[config.mk]
export PLATFORM = sky130hd
export DESIGN_NAME = operand_bypass_unit
export DESIGN_NICKNAME = d
export VERILOG_FILES = /design/src/rtl/bypass_pkg.sv /design/src/rtl/bypass_dest_dec.sv /design/src/rtl/bypass_pick.sv /design/src/rtl/operand_bypass_unit.sv
export SDC_FILE = /design/constraint.sdc
export NUM_CORES = 1
export LEC_CHECK = 0
export BUFFER_PORTS_ARGS = -buffer_cell sky130_fd_sc_hd__buf_4
export CORE_MARGIN = 2
export CORE_UTILIZATION = 44
export CTS_BUF_LIST = sky130_fd_sc_hd__clkbuf_2 sky130_fd_sc_hd__clkbuf_4 sky130_fd_sc_hd__clkbuf_8
export DETAILED_ROUTE_END_ITERATION = 8
export PLACE_DENSITY = 0.78
export SYNTH_ARGS = -nofsm -noshare
export SYNTH_HDL_FRONTEND = slang
export SYNTH_SLANG_ARGS = --single-unit
[constraint.sdc]
create_clock -name clk -period 6.9 [get_ports clk]
set_input_delay 1.035 -clock clk [delete_from_list [all_inputs] [get_ports clk]]
set_output_delay 1.035 -clock clk [all_outputs]
set_load 0.01 [all_outputs]
[src/rtl/bypass_pkg.sv]
package bypass_pkg;

    localparam int INSTR_W = 32;
    localparam int REG_W   = 5;
    localparam int OP_W    = 6;

    typedef enum logic [2:0] {
        CLS_RR    = 3'd0,
        CLS_RI    = 3'd1,
        CLS_LOAD  = 3'd2,
        CLS_STORE = 3'd3,
        CLS_OTHER = 3'd4
    } iclass_e;

    typedef enum logic [1:0] {
        SEL_RF    = 2'd0,
        SEL_EXMEM = 2'd1,
        SEL_MEMWB = 2'd2
    } byp_sel_e;

    function automatic iclass_e classify(input logic [OP_W-1:0] op);
        iclass_e c;
        case (op)
            6'd0:    c = CLS_RR;
            6'd1:    c = CLS_RI;
            6'd2:    c = CLS_LOAD;
            6'd3:    c = CLS_STORE;
            default: c = CLS_OTHER;
        endcase
        return c;
    endfunction

endpackage

[src/rtl/bypass_dest_dec.sv]
module bypass_dest_dec
    import bypass_pkg::*;
(
    input  logic               valid,
    input  logic [INSTR_W-1:0] instr,
    output logic               wr_en,
    output logic [REG_W-1:0]   wr_idx,
    output logic               is_load
);
    iclass_e cls;
    logic    writes;

    always_comb begin
        cls     = classify(instr[31:26]);
        writes  = 1'b0;
        wr_idx  = '0;
        case (cls)
            CLS_RR: begin
                writes = 1'b1;
                wr_idx = instr[15:11];
            end
            CLS_RI, CLS_LOAD: begin
                writes = 1'b1;
                wr_idx = instr[20:16];
            end
            default: begin
                writes = 1'b0;
                wr_idx = '0;
            end
        endcase
        // a write to register 0 is discarded, so it can never match
        wr_en   = valid && writes && (wr_idx != '0);
        is_load = valid && (cls == CLS_LOAD);
    end
endmodule

[src/rtl/bypass_pick.sv]
module bypass_pick
    import bypass_pkg::*;
(
    input  logic             use_en,
    input  logic [REG_W-1:0] src,
    input  logic             em_wen,
    input  logic             em_is_load,
    input  logic [REG_W-1:0] em_dest,
    input  logic             mw_wen,
    input  logic [REG_W-1:0] mw_dest,
    output logic [1:0]       sel
);
    logic em_hit;
    logic mw_hit;

    always_comb begin
        em_hit = em_wen && !em_is_load && (em_dest == src);
        mw_hit = mw_wen && (mw_dest == src);
        sel    = SEL_RF;
        if (use_en) begin
            if (em_hit)      sel = SEL_EXMEM;
            else if (mw_hit) sel = SEL_MEMWB;
        end
    end
endmodule

[src/rtl/operand_bypass_unit.sv]
module operand_bypass_unit
    import bypass_pkg::*;
#(
    parameter int XLEN = 32
) (
    input  logic               clk,
    input  logic               rst_n,
    input  logic               id_valid,
    input  logic [31:0]        id_instr,
    input  logic [XLEN-1:0]    id_rs1_data,
    input  logic [XLEN-1:0]    id_rs2_data,
    input  logic [XLEN-1:0]    mem_rdata,
    output logic [1:0]         sel_a,
    output logic [1:0]         sel_b,
    output logic [1:0]         sel_sd,
    output logic [XLEN-1:0]    ex_opnd_a,
    output logic [XLEN-1:0]    ex_opnd_b,
    output logic [XLEN-1:0]    ex_store_data
);
    localparam int NPATH   = 3;
    localparam int P_A     = 0;
    localparam int P_B     = 1;
    localparam int P_SD    = 2;
    localparam int IMM_W   = 16;
    localparam int EXT_W   = XLEN - IMM_W;

    // decode/execute slot
    logic               ex_valid;
    logic [INSTR_W-1:0] ex_instr;
    logic [XLEN-1:0]    ex_rs1;
    logic [XLEN-1:0]    ex_rs2;
    iclass_e            ex_cls;
    logic               ex_wen;
    logic [REG_W-1:0]   ex_dest;
    logic               ex_is_load;
    logic [XLEN-1:0]    ex_imm;
    logic [XLEN-1:0]    alu_out;

    // execute/memory slot
    logic               em_wen;
    logic               em_is_load;
    logic [REG_W-1:0]   em_dest;
    logic [XLEN-1:0]    em_result;

    // memory/writeback slot
    logic               mw_wen;
    logic [REG_W-1:0]   mw_dest;
    logic [XLEN-1:0]    mw_result;

    logic               use_en  [NPATH];
    logic [REG_W-1:0]   src_idx [NPATH];
    logic [1:0]         sel_arr [NPATH];

    function automatic logic [XLEN-1:0] pick_value(
        input logic [1:0]      sel,
        input logic [XLEN-1:0] rf_val,
        input logic [XLEN-1:0] em_val,
        input logic [XLEN-1:0] mw_val
    );
        logic [XLEN-1:0] v;
        case (sel)
            SEL_EXMEM: v = em_val;
            SEL_MEMWB: v = mw_val;
            default:   v = rf_val;
        endcase
        return v;
    endfunction

    always_ff @(posedge clk or negedge rst_n) begin
        if (!rst_n) begin
            ex_valid <= 1'b0;
            ex_instr <= '0;
            ex_rs1   <= '0;
            ex_rs2   <= '0;
        end else begin
            ex_valid <= id_valid;
            ex_instr <= id_instr;
            ex_rs1   <= id_rs1_data;
            ex_rs2   <= id_rs2_data;
        end
    end

    bypass_dest_dec u_dec (
        .valid   (ex_valid),
        .instr   (ex_instr),
        .wr_en   (ex_wen),
        .wr_idx  (ex_dest),
        .is_load (ex_is_load)
    );

    always_comb begin
        ex_cls        = classify(ex_instr[31:26]);
        use_en[P_A]   = ex_valid;
        use_en[P_B]   = ex_valid && (ex_cls == CLS_RR);
        use_en[P_SD]  = ex_valid && (ex_cls == CLS_STORE);
        src_idx[P_A]  = ex_instr[25:21];
        src_idx[P_B]  = ex_instr[20:16];
        src_idx[P_SD] = ex_instr[20:16];
    end

    for (genvar p = 0; p < NPATH; p++) begin : g_path
        bypass_pick u_pick (
            .use_en     (use_en[p]),
            .src        (src_idx[p]),
            .em_wen     (em_wen),
            .em_is_load (em_is_load),
            .em_dest    (em_dest),
            .mw_wen     (mw_wen),
            .mw_dest    (mw_dest),
            .sel        (sel_arr[p])
        );
    end

    assign sel_a  = sel_arr[P_A];
    assign sel_b  = sel_arr[P_B];
    assign sel_sd = sel_arr[P_SD];

    always_comb begin
        ex_imm        = {{EXT_W{ex_instr[IMM_W-1]}}, ex_instr[IMM_W-1:0]};
        ex_opnd_a     = pick_value(sel_a, ex_rs1, em_result, mw_result);
        ex_opnd_b     = (ex_cls == CLS_RR) ? pick_value(sel_b, ex_rs2, em_result, mw_result)
                                           : ex_imm;
        ex_store_data = pick_value(sel_sd, ex_rs2, em_result, mw_result);
        alu_out       = ex_opnd_a + ex_opnd_b;
    end

    always_ff @(posedge clk or negedge rst_n) begin
        if (!rst_n) begin
            em_wen     <= 1'b0;
            em_is_load <= 1'b0;
            em_dest    <= '0;
            em_result  <= '0;
            mw_wen     <= 1'b0;
            mw_dest    <= '0;
            mw_result  <= '0;
        end else begin
            em_wen     <= ex_wen;
            em_is_load <= ex_is_load;
            em_dest    <= ex_dest;
            em_result  <= alu_out;
            mw_wen     <= em_wen;
            mw_dest    <= em_dest;
            mw_result  <= em_is_load ? mem_rdata : em_result;
        end
    end
endmodule

== After elaboration in Yosys (flattened, before gate mapping) ==
Index checks and enable logic that the tools add are counted.

* Output and inout bits: 102
* RAM bits: 0
* Latch bits: 0
* Register bits after elaboration: 174
* Memory bits (read-only): 0
* Memories: 0
* Input port bits: 131

* Multiplexer cells: 15
* Order comparisons: 0
* Equal/unequal tests: 16
* Shift-type cells: 0
* Reduce and logical (&&, ||, !) cells: 16
* Divide/modulo/power cells: 0
* $add $sub $neg: 1
* Bitwise operators: 0
* Multipliers: 0

{| class="wikitable"
|+ Operators by type and width
! cell !! count
|-
| one-hot mux 32 bit (2 select lines) || 3
|-
| two-way mux 32 bit || 2
|-
| adder 32 bit || 1
|-
| equality test 5 bit || 4
|-
| two-way mux 2 bit || 7
|-
| equality test 6 x 2 -> 1 bit (second input constant) || 2
|-
| one-hot mux 3 bit (4 select lines) || 1
|-
| logical AND 1 bit || 10
|-
| one-hot mux 5 bit (2 select lines) || 1
|-
| equality test 2 x 1 -> 1 bit (second input constant) || 3
|-
| equality test 2 bit (second input constant) || 3
|-
| equality test 3 x 2 -> 1 bit (second input constant) || 2
|-
| equality test 6 x 1 -> 1 bit (second input constant) || 1
|-
| logical NOT 6 bit || 1
|-
| nonzero test 5 bit || 1
|-
| equality test 3 x 1 -> 1 bit (second input constant) || 1
|-
| logical NOT 3 bit || 1
|-
| OR reduction 3 bit || 1
|-
| OR reduction 2 bit || 1
|-
| logical NOT 1 bit || 1
|-
| two-way mux 1 bit || 1
|}

== Longest topological paths before layout ==
Gate-level depths: netlist (run 1).

* Depth in word-level cells: 9
* Gate-level depth with buffers: 22

== Hierarchy ==
From an unflattened synthesis (run 1), not the netlist that was laid out.

* Cell total of the unflattened synthesis: 921
* Area, all modules: 9147.5 µm²

{| class="wikitable"
|+ Modules (own cells, without submodules)
! module !! sequential area each (µm²) !! area an instance (µm²) !! cells each !! instances
|-
| operand_bypass_unit || 4354.2 || 8528.2 || 842 || 1
|-
| bypass_pick || 0.0 || 133.9 || 17 || 3
|-
| bypass_dest_dec || 0.0 || 217.7 || 28 || 1
|}

== Worst setup path before layout (run 1) ==
OpenSTA, ideal clock, no wires.

* Path kind: register to register
* Start: reg ex_instr[29]
* End: reg em_result[20]
* Path buffers: 3
* Slack: 2.098 ns
* Data required time: 6.766 ns
* Stages on the path, launching flop included: 21
* Setup time: 0.134 ns
* Period minus slack after synthesis: 4.802 ns
* Data arrival time: 4.668 ns
* Cell sequence: dfrtp_1 or4_1 clkbuf_1 nor3_1 nand2_1 or2_2 ha_1 clkbuf_1 buf_1 nor2_1 a21oi_1 o21ai_0 ha_1 fa_1 a211oi_1 nor2_1 o31ai_1 a21oi_1 o31a_1 nor4b_1 a311oi_1

* Word-level cells in the longest chain between the ends: 9

{| class="wikitable"
|+ Ends and longest elaborated chain
! item !! line !! text
|-
| start: declaration || operand_bypass_unit.sv:29 || <nowiki>logic [INSTR_W-1:0] ex_instr;</nowiki>
|-
| start signal: assignment || operand_bypass_unit.sv:77 || <nowiki>ex_instr <= id_instr;</nowiki>
|-
| equality test 6 x 2 -> 1 bit (tied with other cells) || bypass_pkg.sv:23 || <nowiki>case (op)</nowiki>
|-
| one-hot mux 3 bit (4 select lines) (*) || bypass_pkg.sv:23 ||
|-
| logical NOT 3 bit (*) || operand_bypass_unit.sv:94, operand_bypass_unit.sv:121 ||
|-
| logical AND 1 bit || operand_bypass_unit.sv:94 || <nowiki>use_en[P_B] = ex_valid && (ex_cls == CLS_RR);</nowiki>
|-
| two-way mux 2 bit || bypass_pick.sv:20 || <nowiki>if (use_en) begin</nowiki>
|-
| equality test 2 bit / equality test 2 x 1 -> 1 bit (equally long branches) || operand_bypass_unit.sv:61 || <nowiki>case (sel)</nowiki>
|-
| one-hot mux 32 bit (2 select lines) || operand_bypass_unit.sv:61 ||
|-
| two-way mux 32 bit (*) || operand_bypass_unit.sv:121 || <nowiki>ex_opnd_b = (ex_cls == CLS_RR) ? pick_value(sel_b, ex_rs2, em_result, mw_result)</nowiki>
|-
| via ex_opnd_b[0] || operand_bypass_unit.sv:17 || <nowiki>output logic [XLEN-1:0] ex_opnd_b,</nowiki>
|-
| adder 32 bit (*) || operand_bypass_unit.sv:124 || <nowiki>alu_out = ex_opnd_a + ex_opnd_b;</nowiki>
|-
| via alu_out[20] || operand_bypass_unit.sv:37 || <nowiki>logic [XLEN-1:0] alu_out;</nowiki>
|-
| end signal: assignment || operand_bypass_unit.sv:140 || <nowiki>em_result <= alu_out;</nowiki>
|-
| end: declaration || operand_bypass_unit.sv:43 || <nowiki>logic [XLEN-1:0] em_result;</nowiki>
|}

The timed path passes the listed nets; every way through them passes the cells marked *.

== Worst setup path in the final report (run 1) ==
* Start: reg ex_instr[29]
* End: reg em_result[31]

* Word-level cells in the longest chain between the ends: 9

{| class="wikitable"
|+ Ends and longest elaborated chain
! item !! line
|-
| equality test 6 x 2 -> 1 bit (tied with other cells) || bypass_pkg.sv:23
|-
| one-hot mux 3 bit (4 select lines) (*) || bypass_pkg.sv:23
|-
| logical NOT 3 bit (*) || operand_bypass_unit.sv:94, operand_bypass_unit.sv:121
|-
| logical AND 1 bit || operand_bypass_unit.sv:94
|-
| two-way mux 2 bit || bypass_pick.sv:20
|-
| equality test 2 bit / equality test 2 x 1 -> 1 bit (equally long branches) || operand_bypass_unit.sv:61
|-
| one-hot mux 32 bit (2 select lines) || operand_bypass_unit.sv:61
|-
| two-way mux 32 bit (*) || operand_bypass_unit.sv:121
|-
| adder 32 bit (*) || operand_bypass_unit.sv:124
|-
| via alu_out[31] || operand_bypass_unit.sv:37
|}

Marked as above.

==> impl_metrics.ini, run 1 <==
[status]
status = complete, no violations

[cts]
cts_tree = built
cts_setup_buffers = 0
h-tree-depth = 4
cts_root_buf = clkbuf_8
clk_latency_ns = 0.47
ctsHoldBuffers = 0
cts_buffers = 17
clock_sinks = 174
cts_max_path_buffers = 2
cts-resized-gates = 0
cts.reportedPaths.clkPinSlew_ns = 0.09

[placement]
pre_cts_ws_ns = 1.43
hpwl_um = 20000
routabilityCongestion = 0.904
port_buffers = 232

[synth]
async_reset_ff_frac = 1.00
synth_warnings = 0
syn_avg_cell_area_sq_um = 9.77
syn-num-nets = 1090
ys.flop_type = dfrtp_1
synth_cells = 923
synth-seq-cells = 174
synth-edff-count = 0
syn-cell-area_sq_um = 9010
synth.distinct_cells = 64
synth_seq_area_share = 0.483

[setup_path]
cp_cell_sequence = or4_1, nor3_1, nand2_1, or2_2, inv_1, ha_1, buf_4, a22oi_1, nor2_1, a21oi_1, o21ai_0, ha_1, a21oi_1, o21a_1, nor3_1, a211oi_4, o21ai_2, a221oi_2, xnor3_1
path_delay_family = compound AO/OA/AOI/OAI gates
cp-start-kind = flop
worstPathArrival_ns = 5.93
crit_type = flop to flop
critical_path.max_stage_delay_ns = 0.74
critPathMaxFanout = 18
worstPathRequired_ns = 7.25
slowest_stage = ha_1
path_buf_inv = 2
cp-end-kind = flop

[hold_path]
hold_class = flop to flop

[timing]
worst_slack_ns = 1.32
maxSlewViolCount = 0
worst_pin_slew_ns = 1.06
post-route-period-util = 0.809
finalSetupViolations = 0
finClkSkew_ns = 0.0137
slew_headroom = 0.296
final_hold_viol_count = 0
final.setup.tns_ns = 0
period_minus_slack_ns = 5.58
fmax_mhz = 179
rsz0062_at_grt = false

[finish]
fillers = 1758
syn_to_final_growth_pct = 26.2
layout-drive-gt1-share = 0.281
nets = 1296
multi_input_area_sq_um = 4400
regArea_sq_um = 4350

[grt]
grt.total_usage = 0.261
grt_pass1_vias = 8326
grt_max_degree = 65
antenna_found_initial = 1
grt_first_pass_wirelength_um = 44200
grt.overflow.total = 0

[pwr]
peakVddDrop_mv = 0.145
p_leak_nw = 5.20
power_mw = 2.45
power_density_nw_per_um2 = 215

[route]
drt-total-wl_um = 28100
drt-pass1-iter-count = 5
ant_nets = 0
via_per_inst = 5.77
drc_errors = 0
wire_per_inst_um = 19.9
vias = 8159
drt_iter0_drc = 588

[die]
fp.dieArea_sq_um = 21600
core_sq_um = 20200
die_h_um = 147
fp.dieW_um = 147
initial_core_util = 0.447
row_count = 52
io_pins = 233

[flow_run]
maxCapViolCount = 0
-- synth_stat cells, drive strengths merged, types with 2 or more instances --
cell	number	area share
nand2b	5	0.0035
nor4	6	0.0042
o31ai	2	0.0017
ha	35	0.049
mux2i	5	0.0056
o21bai	3	0.0025
o21ai	82	0.046
mux2	32	0.040
o2111ai	2	0.0019
buf	10	0.0057
dfrtp	174	0.48
nand2	138	0.057
a311oi	2	0.0019
nand4	7	0.0049
nor2	67	0.028
and3	4	0.0028
nor3	13	0.0085
xor2	19	0.018
nand4b	2	0.0019
o21a	6	0.0050
a2111o	2	0.0025
nand3	7	0.0044
a211oi	10	0.0097
o2111a	2	0.0025
a221oi	2	0.0026
or2	2	0.0014
a22oi	97	0.081
xnor2	26	0.025
a21oi	62	0.035
nor2b	4	0.0028
clkbuf	44	0.018
o211ai	2	0.0017
inv	15	0.0062
or3	2	0.0014
a21o	12	0.010
o31a	2	0.0021
-- path summary, 6_finish.rpt --
check / from / to / slack (ns) / cells past startpoint
worst max-delay path: ex_instr[29]$_DFF_PN0_ / em_result[31]$_DFF_PN0_ / 1.32 / 19
worst min-delay path: em_wen$_DFF_PN0_ / mw_wen$_DFF_PN0_ / 0.38 / 0
worst max register to register: ex_instr[29]$_DFF_PN0_ / em_result[31]$_DFF_PN0_ / 1.32 / 19
min in group asynchronous: rst_n / mw_dest[2]$_DFF_PN0_ / 0.51 / 1
worst min register to register: em_wen$_DFF_PN0_ / mw_wen$_DFF_PN0_ / 0.38 / 0
max in group asynchronous: rst_n / em_result[3]$_DFF_PN0_ / 5.19 / 2
-- state kept, by name, indices dropped and copies added, names as in the netlist --
| signal | cells |
|---|---|
| em_result | 32 |
| ex_instr | 32 |
| ex_rs1 | 32 |
| ex_rs2 | 32 |
| mw_result | 32 |
| em_dest | 5 |
| mw_dest | 5 |
| em_is_load | 1 |
| em_wen | 1 |
| ex_valid | 1 |
| mw_wen | 1 |
-- worst reg2reg max path, cell delays in order (launching register included) --
cell	delay [ns]
dfrtp_1	0.38
or4_1	0.63
nor3_1	0.28
nand2_1	0.08
or2_2	0.31
inv_1	0.08
ha_1	0.74
buf_4	0.38
a22oi_1	0.12
nor2_1	0.13
a21oi_1	0.04
o21ai_0	0.40
ha_1	0.38
a21oi_1	0.29
o21a_1	0.17
nor3_1	0.07
a211oi_4	0.23
o21ai_2	0.10
a221oi_2	0.29
xnor3_1	0.35
-- metal layers --
metal	share of wire	GRT usage
met5	0	0
met2	0.49	0.439
met4	0.026	0.0928
met1	0.40	0.332
met3	0.086	0.0593
-- final cells by class --
| class | instances | area share |
|---|---|---|
| sequential | 174 | 0.383 |
| multi-input combinational | 680 | 0.387 |
| tap | 270 | 0.0297 |
| timing repair buffer | 241 | 0.159 |
| inverter | 15 | 0.00495 |
| clock buffer | 17 | 0.0206 |
| clock inverter | 15 | 0.0161 |
| antenna | 1 | 0.000220 |
-- kinds of logic (layout without fill, tap and decap cells) --
logic type | Yosys count | count (layout) | share of synthesized area
xor+xnor | 46 | 46 | 0.0462
other cells | 0 | 1 | 0
mux | 37 | 37 | 0.0455
fa+ha+maj | 36 | 36 | 0.0508
simple gates | 261 | 261 | 0.125
buf+inv | 69 | 288 | 0.0303
flops | 174 | 174 | 0.483
compound gates | 300 | 300 | 0.220
-- through the flow --
| step | hold slack, ns | std cells | utilization | cell area (sq um) |
|---|---|---|---|---|
| after floorplan | 0.355 | 923 | - | 9010 |
| after global placement | 0.358 | 1380 | 0.543 | 11000 |
| after detailed placement | 0.363 | 1380 | 0.543 | 11000 |
| after CTS | 0.385 | 1412 | 0.564 | 11400 |
| after global routing | 0.413 | 1412 | 0.564 | 11400 |
| final | 0.385 | 1413 | 0.564 | 11400 |
-- report_power, final --
| part | switching, mW | internal, mW | leakage, nW |
|---|---|---|---|
| sequential | 0.109 | 1.13 | 2.06 |
| combinational | 0.226 | 0.217 | 2.94 |
| clock | 0.401 | 0.365 | 0.211 |
-- placed cells by master, fill, tap and decap left out, types with 9 or more instances in the layout --
cell,synthesis,routed
xnor2_1,26,26
mux2_2,32,32
a22oi_1,97,97
ha_1,35,33
a21o_1,12,12
o21ai_0,80,80
inv_1,15,15
nor2_1,67,66
a21oi_1,60,60
buf_4,0,240
clkbuf_8,0,17
xor2_1,19,19
nor3_1,12,12
nand2_1,138,138
dfrtp_1,174,174
a211oi_1,9,9
No activity file was read; power rests on OpenSTA's default activity.
==> inputs of run 2 (changes only) <==
==> constraint.sdc (replaced) <==
create_clock -name clk -period 5.8 [get_ports clk]
set_input_delay 0.87 -clock clk [delete_from_list [all_inputs] [get_ports clk]]
set_output_delay 0.87 -clock clk [all_outputs]
set_load 0.01 [all_outputs]
==> run 2 against run 1 <==
Critical path depth is 2 lower. Combinational power up 17%. Total power rose by 23%. Global-route usage decreased by 0.29 points. Non-clock buffer count grew 3. Via count down 1.5%. Setup slack lost 0.61 ns. Sequential power rose by 19%. Final cell count increased by 0.21%. Largest power group unchanged. Highest routed layer is now met5.
==> impl_metrics.ini, run 2 (same netlist as run 1, synthesis figures left out) <==
[hold_path]
hold_class = flop to flop

[setup_path]
worstPathRequired_ns = 6.16
path_delay_family = compound AO/OA/AOI/OAI gates
slowest_stage = or4_1
path_buf_inv = 1
cp-start-kind = flop
critPathMaxFanout = 18
cp-end-kind = flop
cp_cell_sequence = or4_1, nor3_1, nand2_1, or2_2, ha_2, buf_4, a22oi_1, nor2_1, a21oi_1, o21ai_0, fa_1, a211oi_1, nor2_1, o31ai_1, a21oi_1, o31a_1, a311oi_1
critical_path.max_stage_delay_ns = 0.63
crit_type = flop to flop
worstPathArrival_ns = 5.45

[die]
core_sq_um = 20200
initial_core_util = 0.447
fp.dieArea_sq_um = 21600
io_pins = 233
fp.dieW_um = 147
row_count = 52
die_h_um = 147

[timing]
worst_pin_slew_ns = 1.05
post-route-period-util = 0.878
finalSetupViolations = 0
slew_headroom = 0.297
whs_ns = 0.373
rsz0062_at_grt = false
period_minus_slack_ns = 5.09
final.setup.tns_ns = 0
finClkSkew_ns = 0.0138
maxSlewViolCount = 0
fmax_mhz = 196
final_hold_viol_count = 0

[route]
drt_iter0_drc = 517
drt-pass1-iter-count = 5
drt-total-wl_um = 27500
ant_nets = 0
drc_errors = 0
via_per_inst = 5.67
vias = 8033
wire_per_inst_um = 19.4

[placement]
hpwl_um = 19600
port_buffers = 232
placed_cell_area_sq_um = 11000
routabilityCongestion = 0.895

[pwr]
power_mw = 3.00
peakVddDrop_mv = 0.145
p_leak_nw = 5.24
power_density_nw_per_um2 = 262

[flow_run]
maxCapViolCount = 0

[grt]
grt_first_pass_wirelength_um = 43500
grt_pass1_vias = 7960
antenna_found_initial = 2
grt_max_degree = 92
grt.overflow.total = 0
grt.total_usage = 0.258

[finish]
layout-drive-gt1-share = 0.283
syn_to_final_growth_pct = 27.1
nets = 1299
fillers = 1797
final_cell_mix = 243 x buf_4, 174 x dfrtp_1, 138 x nand2_1
design_area_sq_um = 11500
final_common_cell = buf_4

[cts]
cts_buffers = 17
clk_latency_ns = 0.48
cts-resized-gates = 0
cts_root_buf = clkbuf_8
cts_max_path_buffers = 2
clock_sinks = 174
ctsHoldBuffers = 0
cts_tree = built
cts.reportedPaths.clkPinSlew_ns = 0.10
h-tree-depth = 4
cts_setup_buffers = 0

[status]
status = complete, no violations
[run 2: metrics by stage]
stage	worst slack, ns	util	std cells
2_1_floorplan	0.998	-	923
3_3_place_gp	0.864	0.545	1383
3_5_place_dp	0.798	0.545	1383
4_1_cts	0.766	0.568	1415
5_1_grt	0.321	0.568	1415
6_report	0.710	0.568	1416
[run 2: worst paths after layout]
kind,depth (start not counted),endpoint,slack (ns),start
max,17,em_result[24]$_DFF_PN0_,0.71,ex_instr[29]$_DFF_PN0_
min,0,mw_wen$_DFF_PN0_,0.37,em_wen$_DFF_PN0_
max reg2reg,17,em_result[24]$_DFF_PN0_,0.71,ex_instr[29]$_DFF_PN0_
min reg2reg,0,mw_wen$_DFF_PN0_,0.37,em_wen$_DFF_PN0_
max in group asynchronous,2,ex_rs2[1]$_DFF_PN0_,4.17,rst_n
min in group asynchronous,1,mw_dest[4]$_DFF_PN0_,0.47,rst_n
[run 2: cell type report]
cell class,instances,area (sq um),share of cell area
repair buffers,244,1840,0.160
inverters,15,56.3,0.00492
clock inverters,13,211,0.0185
well taps,270,338,0.0295
multi-input cells,680,4400,0.384
flip-flops and latches,174,4350,0.380
clock buffers,19,255,0.0223
diodes,1,2.50,0.000218
[run 2: where the power goes]
part,total [mW],leakage (nW),switching (mW),internal [mW]
combinational,0.520,2.95,0.262,0.258
sequential,1.48,2.06,0.129,1.35
clock,1.01,0.228,0.474,0.532
total,3.00,5.24,0.865,2.14
[run 2: worst reg2reg max path: cells and delay by family (launching register included)]
kind	cells	cell delay, ns
and+or+nand+nor	6	1.43
DFF	1	0.38
adders and majority gates	2	0.82
AOI/OAI and AO/OA	8	2.08
buffers and inverters	1	0.27
[run 2: layer usage]
| metal | part of all wire | track usage |
|---|---|---|
| met1 | 0.41 | 0.336 |
| met2 | 0.48 | 0.421 |
| met3 | 0.085 | 0.0696 |
| met4 | 0.027 | 0.0822 |
| met5 | 0.00058 | 0 |
